**config.mk**
```make
export PLATFORM = sky130hd
export DESIGN_NAME = lcdc_regfile
export DESIGN_NICKNAME = d
export VERILOG_FILES = /design/src/rtl/lcdc_pkg.sv /design/src/rtl/lcdc_addr_decode.sv /design/src/rtl/lcdc_irq_status.sv /design/src/rtl/lcdc_geometry.sv /design/src/rtl/lcdc_regfile.sv
export SDC_FILE = /design/constraint.sdc
export NUM_CORES = 1
export LEC_CHECK = 0
export BUFFER_PORTS_ARGS = -buffer_cell sky130_fd_sc_hd__buf_2
export CAP_MARGIN = 40
export CORE_ASPECT_RATIO = 0.75
export CORE_MARGIN = 2
export CORE_UTILIZATION = 35
export DETAILED_ROUTE_END_ITERATION = 8
export PLACE_DENSITY_LB_ADDON = 0.25
export SETUP_SLACK_MARGIN = 0.2
export SKIP_LAST_GASP = 1
export SYNTH_ARGS = -nofsm -noshare
export SYNTH_HDL_FRONTEND = slang
export SYNTH_SLANG_ARGS = --single-unit
```
**constraint.sdc**
```tcl
create_clock -name clk -period 3.8 [get_ports clk]
set_input_delay 0.76 -clock clk [delete_from_list [all_inputs] [get_ports clk]]
set_output_delay 0.76 -clock clk [all_outputs]
set_load 0.1 [all_outputs]
```
**src/rtl/lcdc_pkg.sv**
```systemverilog
package lcdc_pkg;

  localparam int COL_W = 11;
  localparam int ROW_W = 11;
  localparam int CTRL_W = 12;
  localparam int PAL_IDX_W = 7;

  typedef enum logic [3:0] {
    RK_TIMING, RK_BASE_UP, RK_BASE_LO, RK_MASK, RK_CTRL, RK_RAW,
    RK_MASKED, RK_CLEAR, RK_CUR_UP, RK_CUR_LO, RK_PALETTE, RK_IDENT, RK_NONE
  } reg_kind_e;

  function automatic logic [COL_W-1:0] calc_cols(input logic [31:0] v);
    logic [COL_W-1:0] quads;
    quads = {3'b000, v[7:2], 2'b00} + 11'd4;
    return quads << 2;
  endfunction

  function automatic logic [ROW_W-1:0] calc_rows(input logic [31:0] v);
    return {1'b0, v[9:0]} + 11'd1;
  endfunction

  function automatic logic [7:0] ident_byte(input int variant, input logic [2:0] k);
    logic [7:0] b;
    case (k)
      3'd0: b = (variant == 2) ? 8'h11 : 8'h10;
      3'd1: b = 8'h11;
      3'd2: b = (variant == 2) ? 8'h24 : 8'h04;
      3'd3: b = 8'h00;
      3'd4: b = 8'h0D;
      3'd5: b = 8'hF0;
      3'd6: b = 8'h05;
      default: b = 8'hB1;
    endcase
    return b;
  endfunction

endpackage

```
**src/rtl/lcdc_addr_decode.sv**
```systemverilog
module lcdc_addr_decode
  import lcdc_pkg::*;
#(
  parameter int VARIANT = 0
) (
  input  logic [11:0]          addr,
  output reg_kind_e            kind,
  output logic [1:0]           tim_sel,
  output logic [PAL_IDX_W-1:0] pal_idx,
  output logic [2:0]           id_idx
);
  localparam bit SWAP = (VARIANT != 0);

  logic [9:0] word;
  assign word    = addr[11:2];
  assign tim_sel = word[1:0];
  assign pal_idx = word[PAL_IDX_W-1:0];
  assign id_idx  = word[2:0];

  always_comb begin
    if (word[9:7] == 3'b001) begin
      kind = RK_PALETTE;
    end else if (word[9:3] == 7'h7F) begin
      kind = RK_IDENT;
    end else begin
      case (word)
        10'd0, 10'd1, 10'd2, 10'd3: kind = RK_TIMING;
        10'd4:  kind = RK_BASE_UP;
        10'd5:  kind = RK_BASE_LO;
        10'd6:  kind = SWAP ? RK_CTRL : RK_MASK;
        10'd7:  kind = SWAP ? RK_MASK : RK_CTRL;
        10'd8:  kind = RK_RAW;
        10'd9:  kind = RK_MASKED;
        10'd10: kind = RK_CLEAR;
        10'd11: kind = RK_CUR_UP;
        10'd12: kind = RK_CUR_LO;
        default: kind = RK_NONE;
      endcase
    end
  end
endmodule

```
**src/rtl/lcdc_irq_status.sv**
```systemverilog
module lcdc_irq_status #(
  parameter int IRQ_W = 5
) (
  input  logic             clk,
  input  logic             rst_n,
  input  logic [IRQ_W-1:0] set_i,
  input  logic             mask_we,
  input  logic [IRQ_W-1:0] mask_wdata,
  input  logic             clr_we,
  input  logic [IRQ_W-1:0] clr_wdata,
  output logic [IRQ_W-1:0] raw_o,
  output logic [IRQ_W-1:0] mask_o,
  output logic [IRQ_W-1:0] masked_o,
  output logic             irq_o
);
  logic [IRQ_W-1:0] raw_q, mask_q, clr_bits;

  assign clr_bits = clr_we ? clr_wdata : '0;

  always_ff @(posedge clk or negedge rst_n) begin
    if (!rst_n) begin
      raw_q  <= '0;
      mask_q <= '0;
    end else begin
      raw_q <= (raw_q & ~clr_bits) | set_i;
      if (mask_we) mask_q <= mask_wdata;
    end
  end

  assign raw_o    = raw_q;
  assign mask_o   = mask_q;
  assign masked_o = raw_q & mask_q;
  assign irq_o    = |masked_o;
endmodule

```
**src/rtl/lcdc_geometry.sv**
```systemverilog
module lcdc_geometry
  import lcdc_pkg::*;
(
  input  logic              clk,
  input  logic              rst_n,
  input  logic              tim_we,
  input  logic [1:0]        tim_sel,
  input  logic              ctrl_we,
  input  logic [31:0]       wdata,
  output logic [3:0][31:0]  tim_q,
  output logic [CTRL_W-1:0] ctrl_q,
  output logic [COL_W-1:0]  cols,
  output logic [ROW_W-1:0]  rows,
  output logic              geom_chg
);
  localparam logic [CTRL_W-1:0] CTRL_KEEP = {CTRL_W{1'b1}};

  for (genvar g = 0; g < 4; g++) begin : g_tim
    always_ff @(posedge clk or negedge rst_n) begin
      if (!rst_n) tim_q[g] <= '0;
      else if (tim_we && tim_sel == 2'(g)) tim_q[g] <= wdata;
    end
  end

  always_ff @(posedge clk or negedge rst_n) begin
    if (!rst_n) begin
      ctrl_q   <= '0;
      cols     <= calc_cols(32'd0);
      rows     <= calc_rows(32'd0);
      geom_chg <= 1'b0;
    end else begin
      geom_chg <= tim_we || ctrl_we;
      if (ctrl_we) ctrl_q <= wdata[CTRL_W-1:0] & CTRL_KEEP;
      if (tim_we && tim_sel == 2'd0) cols <= calc_cols(wdata);
      if (tim_we && tim_sel == 2'd1) rows <= calc_rows(wdata);
    end
  end
endmodule

```
**src/rtl/lcdc_regfile.sv**
```systemverilog
module lcdc_regfile
  import lcdc_pkg::*;
#(
  parameter int VARIANT = 0,
  parameter int IRQ_W = 5
) (
  input  logic                 clk,
  input  logic                 rst_n,
  input  logic                 req_valid,
  input  logic                 req_write,
  input  logic [11:0]          req_addr,
  input  logic [31:0]          req_wdata,
  output logic                 rd_valid,
  output logic [31:0]          rd_data,
  output logic                 rd_err,
  input  logic [IRQ_W-1:0]     irq_set,
  output logic                 irq,
  output logic                 pal_sel,
  output logic                 pal_write,
  output logic [PAL_IDX_W-1:0] pal_index,
  output logic [31:0]          pal_wdata,
  input  logic [31:0]          pal_rdata,
  output logic [COL_W-1:0]     cols,
  output logic [ROW_W-1:0]     rows,
  output logic                 disp_en,
  output logic [2:0]           pix_depth,
  output logic                 bgr_order,
  output logic                 be_bytes,
  output logic                 be_pixels,
  output logic [31:0]          base_upper,
  output logic [31:0]          base_lower,
  output logic                 geom_chg
);
  reg_kind_e            kind;
  logic [1:0]           tim_sel;
  logic [PAL_IDX_W-1:0] pal_idx;
  logic [2:0]           id_idx;

  lcdc_addr_decode #(.VARIANT(VARIANT)) u_dec (
    .addr(req_addr), .kind(kind), .tim_sel(tim_sel),
    .pal_idx(pal_idx), .id_idx(id_idx)
  );

  logic wr_req, rd_req;
  logic wr_tim, wr_ctrl, wr_mask, wr_clr, wr_base_up, wr_base_lo;
  logic rd_bad, rd_pal;
  assign wr_req     = req_valid && req_write;
  assign rd_req     = req_valid && !req_write;
  assign wr_tim     = wr_req && kind == RK_TIMING;
  assign wr_ctrl    = wr_req && kind == RK_CTRL;
  assign wr_mask    = wr_req && kind == RK_MASK;
  assign wr_clr     = wr_req && kind == RK_CLEAR;
  assign wr_base_up = wr_req && kind == RK_BASE_UP;
  assign wr_base_lo = wr_req && kind == RK_BASE_LO;
  assign rd_bad     = rd_req && (kind == RK_NONE || kind == RK_CLEAR);
  assign rd_pal     = rd_req && kind == RK_PALETTE;

  logic [3:0][31:0]  tim_q;
  logic [CTRL_W-1:0] ctrl_q;

  lcdc_geometry u_geom (
    .clk(clk), .rst_n(rst_n), .tim_we(wr_tim), .tim_sel(tim_sel),
    .ctrl_we(wr_ctrl), .wdata(req_wdata), .tim_q(tim_q), .ctrl_q(ctrl_q),
    .cols(cols), .rows(rows), .geom_chg(geom_chg)
  );

  logic [IRQ_W-1:0] raw_st, mask_st, masked_st;

  lcdc_irq_status #(.IRQ_W(IRQ_W)) u_irq (
    .clk(clk), .rst_n(rst_n), .set_i(irq_set),
    .mask_we(wr_mask), .mask_wdata(req_wdata[IRQ_W-1:0]),
    .clr_we(wr_clr), .clr_wdata(req_wdata[IRQ_W-1:0]),
    .raw_o(raw_st), .mask_o(mask_st), .masked_o(masked_st), .irq_o(irq)
  );

  logic [31:0] base_up_q, base_lo_q;
  always_ff @(posedge clk or negedge rst_n) begin
    if (!rst_n) begin
      base_up_q <= '0;
      base_lo_q <= '0;
    end else begin
      if (wr_base_up) base_up_q <= req_wdata;
      if (wr_base_lo) base_lo_q <= req_wdata;
    end
  end
  assign base_upper = base_up_q;
  assign base_lower = base_lo_q;

  assign disp_en   = ctrl_q[0] && ctrl_q[11];
  assign pix_depth = ctrl_q[3:1];
  assign bgr_order = ctrl_q[8];
  assign be_bytes  = ctrl_q[9];
  assign be_pixels = ctrl_q[10];

  assign pal_sel   = req_valid && kind == RK_PALETTE;
  assign pal_write = req_write;
  assign pal_index = pal_idx;
  assign pal_wdata = req_wdata;

  logic [31:0] rd_mux;
  always_comb begin
    case (kind)
      RK_TIMING:             rd_mux = tim_q[tim_sel];
      RK_BASE_UP, RK_CUR_UP: rd_mux = base_up_q;
      RK_BASE_LO, RK_CUR_LO: rd_mux = base_lo_q;
      RK_MASK:               rd_mux = 32'(mask_st);
      RK_CTRL:               rd_mux = 32'(ctrl_q);
      RK_RAW:                rd_mux = 32'(raw_st);
      RK_MASKED:             rd_mux = 32'(masked_st);
      RK_IDENT:              rd_mux = {24'd0, ident_byte(VARIANT, id_idx)};
      default:               rd_mux = '0;
    endcase
  end

  logic        rd_valid_q, rd_err_q, rd_pal_q;
  logic [31:0] rd_data_q;
  always_ff @(posedge clk or negedge rst_n) begin
    if (!rst_n) begin
      rd_valid_q <= 1'b0;
      rd_err_q   <= 1'b0;
      rd_pal_q   <= 1'b0;
      rd_data_q  <= '0;
    end else begin
      rd_valid_q <= rd_req;
      rd_err_q   <= rd_bad;
      rd_pal_q   <= rd_pal;
      rd_data_q  <= rd_req ? rd_mux : '0;
    end
  end

  assign rd_valid = rd_valid_q;
  assign rd_err   = rd_err_q;
  assign rd_data  = rd_pal_q ? pal_rdata : rd_data_q;
endmodule

```
After elaboration in Yosys (flattened, before gate mapping) --
Memories as Yosys holds them, arrays and structs flattened. Index checks and enable logic that the tools add are counted.
Word-level totals: bits in registers 270, logic and storage cells 83, bits in read-only memories 64, memories kept 1, input port bits 85, output and inout bits 170
Operators by class: bitwise operators 4, eq/ne operators 23, magnitude comparators 1, reductions and logical operators 26, mux-type cells 10, $add $sub $neg 2
Memory list:
- (no name shown) | depth 16, bits a word 4, rd ports 1, clocked after memory_dff 0, write ports 0, RTL line lcdc_addr_decode.sv:26 | case (word)
Operator list (number):
- 32-bit one-hot mux with 8 select lines | 1
- 32-bit 2-to-1 mux | 3
- 32-bit binary-select mux with 2-bit select | 1
- 8-bit one-hot mux with 7 select lines | 1
- 4-bit == test (second input constant) | 5
- 4-bit by 3-bit == test with 1-bit output (second input constant) | 4
- 1-bit logical AND | 16
- 4-bit 2-to-1 mux | 3
- 10-bit by 1-bit adder with 11-bit output (second input constant) | 1
- 5-bit AND | 2
- 8-bit by 3-bit adder with 9-bit output (second input constant) | 1
- 3-bit == test (second input constant) | 3
- 4-bit by 2-bit == test with 1-bit output (second input constant) | 2
- 7-bit == test (second input constant) | 1
- 3-bit by 1-bit == test with 1-bit output (second input constant) | 2
- 3-bit by 2-bit == test with 1-bit output (second input constant) | 2
- 6-bit zero test | 1
- 5-bit 2-to-1 mux | 1
- 5-bit inverter | 1
- 5-bit OR | 1
- 5-bit OR reduction | 1
- 2-bit == test (second input constant) | 2
- 4-bit by 1-bit == test with 1-bit output (second input constant) | 1
- 4-bit zero test | 1
- 7 further kinds | 9

Logic depth before layout (Yosys ltp) --
depth after elaboration 10, mapped depth 12, depth with buffers taken out 9

By module --
A second synthesis with hierarchy kept.
Second synthesis, totals: cells, all modules 1074, area total of the unflattened synthesis 12709.7 um^2
Modules (own cells, without submodules):
- lcdc_geometry | instances 1, area an instance 6188.4 um^2, cells each 539, sequential area each 3981.3 um^2
- lcdc_regfile | instances 1, area an instance 5849.4 um^2, cells each 468, sequential area each 2477.4 um^2
- lcdc_irq_status | instances 1, area an instance 416.6 um^2, cells each 32, sequential area each 250.2 um^2
- lcdc_addr_decode | instances 1, area an instance 255.2 um^2, cells each 35, sequential area each 0.0 um^2

Worst setup path after synthesis --
No wires, ideal clock.
path type input to output, start point input port req_addr[3], end point output port pal_sel, data required time 3.040 ns, cell stages on the path 9, path buffers 2, data arrival time 4.694 ns, setup slack -1.654 ns, cell sequence clkbuf_1 -> clkbuf_1 -> inv_1 -> ha_1 -> and2_1 -> o21a_1 -> nor2_1 -> a31oi_1 -> nor3b_1
On the way: cells in the longest elaborated chain, start to end 6
RTL lines:
- start: declaration | RTL line lcdc_regfile.sv:11 | input logic [11:0] req_addr,
- memory read 16 x 4 bit
- 4-bit 2-to-1 mux | RTL line lcdc_addr_decode.sv:26
- 4-bit 2-to-1 mux | RTL line lcdc_addr_decode.sv:23 | end else if (word[9:3] == 7'h7F) begin
- 4-bit 2-to-1 mux | RTL line lcdc_addr_decode.sv:21 | if (word[9:7] == 3'b001) begin
- 4-bit == test | RTL line lcdc_regfile.sv:95 | assign pal_sel = req_valid && kind == RK_PALETTE;
- 1-bit logical AND | RTL line lcdc_regfile.sv:95
- end: declaration | RTL line lcdc_regfile.sv:18 | output logic pal_sel,
Every way passes these cells.

Worst setup path in the final report --
start point input port req_addr[6], end point output port pal_sel
On the way: cells in the longest elaborated chain, start to end 6, elaborated cells on any way between the ends 7, classes of those cells eq/ne (2); mux (3); reduce/logical (2)
RTL lines (RTL line):
- 6-bit zero test | lcdc_addr_decode.sv:26
- 4-bit 2-to-1 mux | lcdc_addr_decode.sv:26
- 4-bit 2-to-1 mux (*) | lcdc_addr_decode.sv:23
- 4-bit 2-to-1 mux (*) | lcdc_addr_decode.sv:21
- 4-bit == test (*) | lcdc_regfile.sv:95
- 1-bit logical AND (*) | lcdc_regfile.sv:95
Every way passes the cells marked *; elsewhere a longest branch is shown, timed or not.

==> flow_metrics.tcl <==
set metrics [dict create \
    antenna_cells 0 \
    path_max_fanout 6 \
    insertion_delay_ns 0.55 \
    numCtsBuffers 28 \
    synthAdderAreaFrac_pct 0.7865 \
    drt_pass1_iterations 5 \
    cts-root-buf "clkbuf_16" \
    grt_usage_pct 18.22 \
    critical_path.cell_chain "buf_2 > nor4_4 > nand2_1 > o21ai_2 > nand2_2 > nor3b_4 > buf_12" \
    synth_edf_count 0 \
    synth_top_area_share_pct 52.30 \
    n_fill_cell 3412 \
    slew_viol_final 0 \
    end_kind "primary output" \
    worst_pin_slew_ns 0.8397 \
    drive_gt1_share_pct 41.17 \
    maxClockFrequency_ghz 0.2945 \
    cp.required_ns 3.04 \
    grt_first_pass_wirelength_um 53230 \
    drtIter0Drc 466 \
    worst_slack_ns 0.4041 \
    cts_resized 0 \
    synth_xor_area_share_pct 0.8946 \
    clock_path_buffers 3 \
    layout_min_cycle_time_ns 3.396 \
    ctsHoldBuffers 0 \
    num_io_pins 255 \
    criticalPathCategory "input port to primary output" \
    slew_headroom_pct 44.02 \
    synth-seq-area-share_pct 52.71 \
    antenna_found_initial 0 \
    min_period_over_period_pct 89.37 \
    synthSimpleGateAreaFrac_pct 6.233 \
    synth.distinct_cells 64 \
    htree_levels 1 \
    setup_viol 0 \
    powerDensity_mw_per_mm2 408.3 \
    wl_per_cell_um 20.91 \
    synth-seq-cells 268 \
    status "complete, no violations" \
    synth-compound-area-share_pct 6.783 \
    clk_pin_slew_ns 0.06 \
    finalHoldViolations 0 \
    cts_tree "built" \
    hold_path_class "input port to asynchronous set/reset pin" \
    cp.arrival_ns 2.64 \
    syn_to_final_growth_pct 19.67 \
    portBuffers 248 \
    start_kind "input port" \
    rows 60 \
    irDropWorstVdd_v 0.0003072 \
    grt_setup_unrepaired "no" \
    dp_slack_ns 0.3960 \
    antenna_left 0 \
    die_x_um 224.2 \
    nets 1254 \
    core_sq_mm 0.03588 \
    maxCapViolCount 0 \
    syn_area_sq_mm 0.01273 \
    yosys_warnings 0 \
    gp_congestion 0.8851 \
    synth_top_family_by_area "multiplexers" \
    grt_max_degree 86 \
    syn_avg_cell_area_sq_um 13.27 \
    die_area_sq_mm 0.03792 \
    die_y_um 169.1 \
    muxShareOfSynthArea_pct 27.40 \
    viasPerCell 5.206 \
    synth_area_leaders "dfrtp_1 52%, mux2_1 12%, mux2_2 9.0%, mux4_2 5.7%, buf_4 2.9%" \
    synthArstFlopShare_pct 100.0 \
    ys.flop_type "dfrtp_1" \
    slowest_stage "nor4_4" \
    first_global_vias 8679 \
    start_util_pct 35.47 \
    leakagePower_nw 7.746 \
    yosysTopAreaCell "dfrtp_1" \
    drc 0 \
    max_stage_delay_ns 0.39 \
    routed_wl_um 34460 \
    fin_skew_ns 0.01418 \
    finalSetupTns_ns 0 \
    clkSinkCount 268 \
    post_cts_buffers 0 \
    synth_cells 959 \
    grt-ovfl-total 0 \
    vias 8580 \
    dpl.hpwl_um 23520 \
]
## cell type report
type	instances	area, sq um	area share (%)
Clock buffer	45	855.8	5.619
Clock inverter	7	63.81	0.4190
Timing Repair Buffer	281	1564	10.27
Sequential cell	268	6710	44.06
Tap cell	465	581.8	3.820
Inverter	4	15.01	0.09858
Multi-Input combinational cell	578	5440	35.72
## critical path: cells and delay by family
kind            cells  cell delay (ns)
compound gates      1             0.35
simple gates        4             1.17
buf+inv             2             0.35
## placed cells by master, fill, tap and decap left out, types with 4 or more instances in the layout
| cell | n |
|---|---|
| a21o_1 | 6 |
| a21oi_1 | 23 |
| a222oi_1 | 9 |
| a22o_1 | 7 |
| a22oi_1 | 22 |
| a31oi_1 | 5 |
| and2_1 | 6 |
| and3_1 | 4 |
| buf_12 | 5 |
| buf_2 | 246 |
| buf_4 | 29 |
| clkbuf_1 | 9 |
| clkbuf_16 | 29 |
| clkbuf_8 | 7 |
| clkinv_2 | 5 |
| conb_1 | 4 |
| dfrtp_1 | 265 |
| ha_1 | 7 |
| mux2_1 | 141 |
| mux2_2 | 102 |
| mux4_2 | 32 |
| nand2_1 | 63 |
| nand3_1 | 12 |
| nand3_2 | 5 |
| nand4_1 | 4 |
| nor2_1 | 21 |
| nor3_1 | 9 |
| o21ai_0 | 5 |
| o21ai_1 | 18 |
| xor2_1 | 11 |
## layer usage
layer  share of wire (%)  track usage [%]
met1                  50            27.63
met2                  42            27.17
met3                 5.8            3.688
met4                 1.7            3.311
met5                   0                0
## sequential cells by signal, summed over array words and instances (netlist names)
signal	cells
u_geom.tim_q	128
base_lower	32
u_geom.geom_chg	1
u_geom.cols	7
rd_err	1
rd_valid	1
u_geom.ctrl_q	12
u_irq.raw_o	5
base_upper	32
rd_pal_q	1
u_irq.mask_o	5
u_geom.rows	11
rd_data_q	32
## worst paths after layout
path                       slack (ns)              from             end  depth (start not counted)
max                              0.40       req_addr[6]         pal_sel                          7
min                              0.23             rst_n  base_upper[26]                          1
max reg2reg                      1.98  u_geom.tim_q[98]    rd_data_q[2]                          5
min reg2reg                      0.46    u_geom.cols[4]  u_geom.cols[4]                          2
max in group asynchronous        2.69             rst_n  u_geom.rows[0]                          2
min in group clk                 0.39        irq_set[2]  u_irq.raw_o[2]                          2
## power breakdown
part	internal, W	switching, W
clock network	0.00160	0.00113
registers	0.00287	0.0000121
logic	0.000124	0.000474
total	0.00460	0.00162
## synthesized netlist by cell type, types with 9 or more instances
library cell  number
nand3_1           12
clkbuf_1          27
mux2_1           141
o21ai_1           18
dfrtp_1          266
buf_2             30
mux2_2           102
nor2_1            22
nand2_1           64
buf_4             49
mux4_2            32
a22oi_1           22
xor2_1            11
nor3_1             9
a21oi_1           24
a222oi_1           9
## cell families after synthesis
kind of cell | count (synthesis)
adders and majority gates | 8
buffers and inverters | 116
other | 1
xor gates and xnor gates | 13
AOI/OAI and AO/OA | 123
and+or+nand+nor | 152
muxes | 278
DFF | 268
## through the flow
step / hold slack [ns] / instance area [sq um] / utilization, % / cells / power [W]
2_1_floorplan: 0.4587 / 12800 / - / 962 / 0.003355
3_3_place_gp: 0.4534 / 14310 / 39.88 / 1596 / 0.003538
3_5_place_dp: 0.4571 / 14310 / 39.88 / 1596 / 0.003542
4_1_cts: 0.2281 / 15230 / 42.44 / 1648 / 0.006319
5_1_grt: 0.2566 / 15230 / 42.44 / 1648 / 0.006465
6_report: 0.2273 / 15230 / 42.44 / 1648 / 0.006219
Note: power is estimated with default switching activity, not from simulation.
